$ cat src/rtl/eprom_pkg.sv
package eprom_pkg;
  localparam int BYTE_W = 8;
  localparam int MODE_W = 3;

  typedef enum logic [MODE_W-1:0] {
    MD_STANDBY = 3'd0,
    MD_OUT_OFF = 3'd1,
    MD_READ    = 3'd2,
    MD_IDENT   = 3'd3,
    MD_PROG    = 3'd4,
    MD_VERIFY  = 3'd5,
    MD_INHIBIT = 3'd6,
    MD_ILLEGAL = 3'd7
  } mode_e;

  // append an odd-parity bit above a 7-bit code
  function automatic logic [BYTE_W-1:0] with_odd_parity(input logic [BYTE_W-2:0] code);
    return {~(^code), code};
  endfunction
endpackage

$ cat src/rtl/eprom_mode_decode.sv
module eprom_mode_decode
  import eprom_pkg::*;
(
  input  logic  ce_n,
  input  logic  oe_n,
  input  logic  pgm_n,
  input  logic  vpp_hi,
  input  logic  a9_hv,
  input  logic  addr_hi_zero,
  output mode_e mode
);
  always_comb begin
    mode = MD_ILLEGAL;
    if (vpp_hi && a9_hv) begin
      mode = MD_ILLEGAL;
    end else if (vpp_hi) begin
      if (ce_n)                mode = MD_INHIBIT;
      else if (oe_n && !pgm_n) mode = MD_PROG;
      else if (!oe_n && pgm_n) mode = MD_VERIFY;
      else                     mode = MD_ILLEGAL;
    end else begin
      if (ce_n)                mode = MD_STANDBY;
      else if (!pgm_n)         mode = MD_ILLEGAL;
      else if (oe_n)           mode = MD_OUT_OFF;
      else if (a9_hv)          mode = addr_hi_zero ? MD_IDENT : MD_ILLEGAL;
      else                     mode = MD_READ;
    end
  end
endmodule

$ cat config.mk
export PLATFORM = sky130hd
export DESIGN_NAME = eprom_mode_decode
export DESIGN_NICKNAME = d
export VERILOG_FILES = /design/src/rtl/eprom_pkg.sv /design/src/rtl/eprom_mode_decode.sv
export SDC_FILE = /design/constraint.sdc
export NUM_CORES = 1
export LEC_CHECK = 0
export ABC_AREA = 1
export BUFFER_PORTS_ARGS = -buffer_cell sky130_fd_sc_hd__buf_2
export CORE_AREA = 3 3 40 42
export DETAILED_ROUTE_END_ITERATION = 7
export DIE_AREA = 0 0 43 45
export PLACE_DENSITY = 0.35
export SYNTH_ARGS = -nofsm -noshare
export SYNTH_HDL_FRONTEND = slang
export SYNTH_SLANG_ARGS = --single-unit
$ cat constraint.sdc
create_clock -name vclk -period 0.8
set_input_delay 0.08 -clock vclk [all_inputs]
set_output_delay 0.08 -clock vclk [all_outputs]
set_load 0.01 [all_outputs]
Word level (Yosys, flattened, before mapping) --
Index checks and enable logic that the tools add are counted.
Storage, ports and cells: flip-flop bits (word level) 0, input port bits 6, output and inout port bits 3, logic and storage cells 15
Operators by class: muxes and demuxes 10, reductions and logical operators 5
Operators with widths (count):
- 3-bit 2-to-1 mux | 7
- 2-bit 2-to-1 mux | 3
- 1-bit logical AND | 3
- 1-bit logical NOT | 2

Logic depth before layout (Yosys ltp) --
depth in word-level cells 7, mapped depth 5, gate-level depth less buffers 5

Worst setup path before layout --
No wires, ideal clock.
path type input -> output, from in pgm_n, to out mode[1], arrival 0.643 ns, required time 0.720 ns, slack 0.077 ns, stages 4, path buffers 0, cells stage by stage inv_1 -> ha_1 -> o21ai_0 -> nand3_1
On the way: cells in the longest elaborated chain, start to end 6, elaborated cells between the ends (all ways) 10, classes of those cells 7 x mux; 3 x reduce/logical
Ends and longest elaborated chain:
- start: declaration | line eprom_mode_decode.sv:6 | input logic pgm_n,
- 1-bit logical AND / 1-bit logical NOT (equally long branches)
- 2-bit 2-to-1 mux / 1-bit logical AND (equally long branches) | line eprom_mode_decode.sv:19, eprom_mode_decode.sv:18
- 2-bit 2-to-1 mux | line eprom_mode_decode.sv:18 | else if (oe_n && !pgm_n) mode = MD_PROG;
- 2-bit 2-to-1 mux | line eprom_mode_decode.sv:17 | if (ce_n) mode = MD_INHIBIT;
- 3-bit 2-to-1 mux * | line eprom_mode_decode.sv:16 | end else if (vpp_hi) begin
- 3-bit 2-to-1 mux * | line eprom_mode_decode.sv:14 | if (vpp_hi && a9_hv) begin
- end: declaration | line eprom_mode_decode.sv:10 | output mode_e mode
Every way passes the cells marked *; elsewhere a longest branch is shown, timed or not.

Final worst setup path --
Ends and elaborated chain as after synthesis.

==> metrics.md <==
| Metric | Value |
|---|---|
| Outcome | finished, violations left |
| Failing checks | negative setup slack |
| Vias in the first global route | roughly 140 |
| Unrepaired setup endpoints after global routing | yes |
| Comb pwr share | 100.0% |
| Die height | 45 microns |
| Overall Power | about 0.11 mW |
| Die area | about 1900 sq um |
| Drt first pass iters | 2 |
| Final setup vio count | 1 |
| Post-route clock period utilization | 103% |
| Pwr dens | 475 nW/um^2 |
| Total Routing Usage GR | between 3 and 4% |
| Int Power | around 0.056 mW |
| CP endpoint kind | output port |
| LEAKAGE | roughly 0.12 nW |
| Final Util | 18.2% |
| Fillers | around 150 |
| Buffers on Ports | 9 |
| Largest area contributor in the netlist | nand2_1 |
| Die width | approximately 43 microns |
| Most common cell in the synthesized netlist | nand2_1 |
| Most instantiated cells after synthesis | 8 x nand2_1, 5 x inv_1, 2 x ha_1, 2 x nand3_1, 2 x nor2_1 |
| Fin Hold WS | 0.517 ns |
| Via Count | between 150 and 200 |
| CP max stage delay | about 0.19 ns |
| Cts hold-fix bufs | 0 |
| Worst setup margin | -0.0219 ns |
| Clkbuf count | 0 |
| Dpl ws | -0.141 ns |
| Critical-path maximum fanout | 2 |
| Register Area | 0 sq um |
| Worst hold start | vpp_hi |
| DRC | 0 |
| # Max-Cap Violations | 0 |
| Netlist cell types | 8 |
| CP Cell Sequence | buf_6, inv_2, ha_4, o21ai_2, nand3_1, buf_2 |
| Worst Setup Start Kind | input pin |
| Post-Syn Instances | 22 |
| Io pins | 9 |
| Setup crit start | pgm_n |
| Class of the worst hold path | in2out |
| Synthesized cell area | 108 sq um |
| Share of post-route cells with drive strength above 1 | 51.5% |
| Final Hold Fails | 0 |
| Net switching power | about 0.055 mW |
| Core area | 1280 sq um |
| Initial antenna violation count | 0 |
| Routed len/inst | 7.42 microns |
| Pin count of the biggest net entering global routing | 6 |
| Slew Viols, Final | 0 |
| Hold Path Sink | mode[2] |
| Max VDD drop | ~0.18 mV |
| Flip-flop and latch count | 0 |
| Worst path required time | 0.72 ns |
| Synth Area per Inst | slightly below 5 sq um |
| Critical path data arrival time | roughly 0.74 ns |
| Slowest CP cell | ha_4 |
| Critical path type | in2out |
| Layout overhead on the synthesized area | 117% |
| Top cell type's share of synthesized area | approximately 28% |
| First-pass GRT wire length | between 500 and 600 microns |
| Clock power frac | 0% |
| Via density | ~3.4 |
| Sequential Power Share | 0% |
| Switch share | between 40% and 50% |
| Seq/Total Area, Yosys | 0% |
| Slew of the pin with the lowest slew margin | 0.107 ns |
| Final Critical Period | just over 0.8 ns |
| Net Count, Synth | 30 |
| Post-CTS Setup Inserts | 0 |
| Final #Nets | 43 |
| F_max | ~1200 MHz |
| Detail Route Antenna Nets | 0 |
| Initial core utilization | 8.37% |
| Row count | 13 |
| Placer Congestion | 0.631 |
| # diodes | 0 |
| Synthesis Warnings | 0 |
| Largest cells by area after synthesis | nand2_1 28%, ha_1 23%, inv_1 17% |
| DR iter-0 viols | 2 |
| GRT Residual Overflow | 0 |
| Final wirelength | about 360 microns |
| Hold Crit Depth | 4 |
| Worst slew margin | 92.8% |
==> metal layers <==
metal	wire, microns	GRT usage (%)	up-vias
met2	120	5.69	8
met3	40	0	0
met5	0	0	-
met1	195	6.19	68
met4	0	0	0
li1	-	-	89
==> kinds of logic after synthesis <==
group / Yosys count / synth area share (%)
buf+inv: 5 / 17.4
compound gates: 2 / 9.29
fa+ha+maj: 2 / 23.3
simple gates: 13 / 50.0
==> final cells by class <==
cell class	count	area (sq um)	share of cell area, %
timing repair buffer	11	76.3	32.6
tap	15	18.8	8.02
multi-input combinational	17	120	51.3
inverter	5	18.8	8.02
==> critical path: cells and delay by family <==
family / cells / cell delay (ns)
simple gates: 1 / 0.08
buf+inv: 3 / 0.30
fa+ha+maj: 1 / 0.19
compound gates: 1 / 0.10
==> metrics by stage <==
step	cells	setup TNS, ns	cell area [sq um]
after floorplan	22	0	108
after global placement	48	-0.188	186
after detailed placement	48	-0.192	186
after CTS	48	-0.0369	228
after global routing	48	-0.0870	234
final	48	-0.0219	234
==> placed cells by master (no fill, tap or decap) <==
| cell type | count |
|---|---|
| inv_2 | 1 |
| buf_6 | 3 |
| o21ai_2 | 1 |
| buf_2 | 7 |
| a21oi_1 | 1 |
| nand3_1 | 2 |
| nand2_1 | 8 |
| inv_1 | 4 |
| nor2_2 | 2 |
| nor2_1 | 1 |
| buf_4 | 1 |
| ha_4 | 2 |
==> how the worst max path moves through the flow <==
| stage | to | slack (ns) | cells past startpoint |
|---|---|---|---|
| 6_report | mode[1] | -0.02 | 6 |
| 5_1_grt | mode[1] | -0.07 | 7 |
| 4_1_cts | mode[1] | -0.04 | 6 |
| 3_5_place_dp | mode[1] | -0.14 | 5 |
| 3_3_place_gp | mode[1] | -0.14 | 5 |
| 2_1_floorplan | mode[1] | 0.08 | 4 |
==> power groups by stage <==
stage | Sequential, mW | Clock, mW | Combinational, mW
after floorplan | 0 | 0 | 0.0378
after global placement | 0 | 0 | 0.0858
after detailed placement | 0 | 0 | 0.0845
after CTS | 0 | 0 | 0.104
after global routing | 0 | 0 | 0.126
final | 0 | 0 | 0.111
==> what timing repair did <==
item                                    in CTS  in global routing
resized for setup                            9                  2
hold endpoints to repair                     0                  0
endpoints found under the setup margin       2                  2
pin swaps                                    4                  0
No activity file was read; power rests on OpenSTA's default activity.
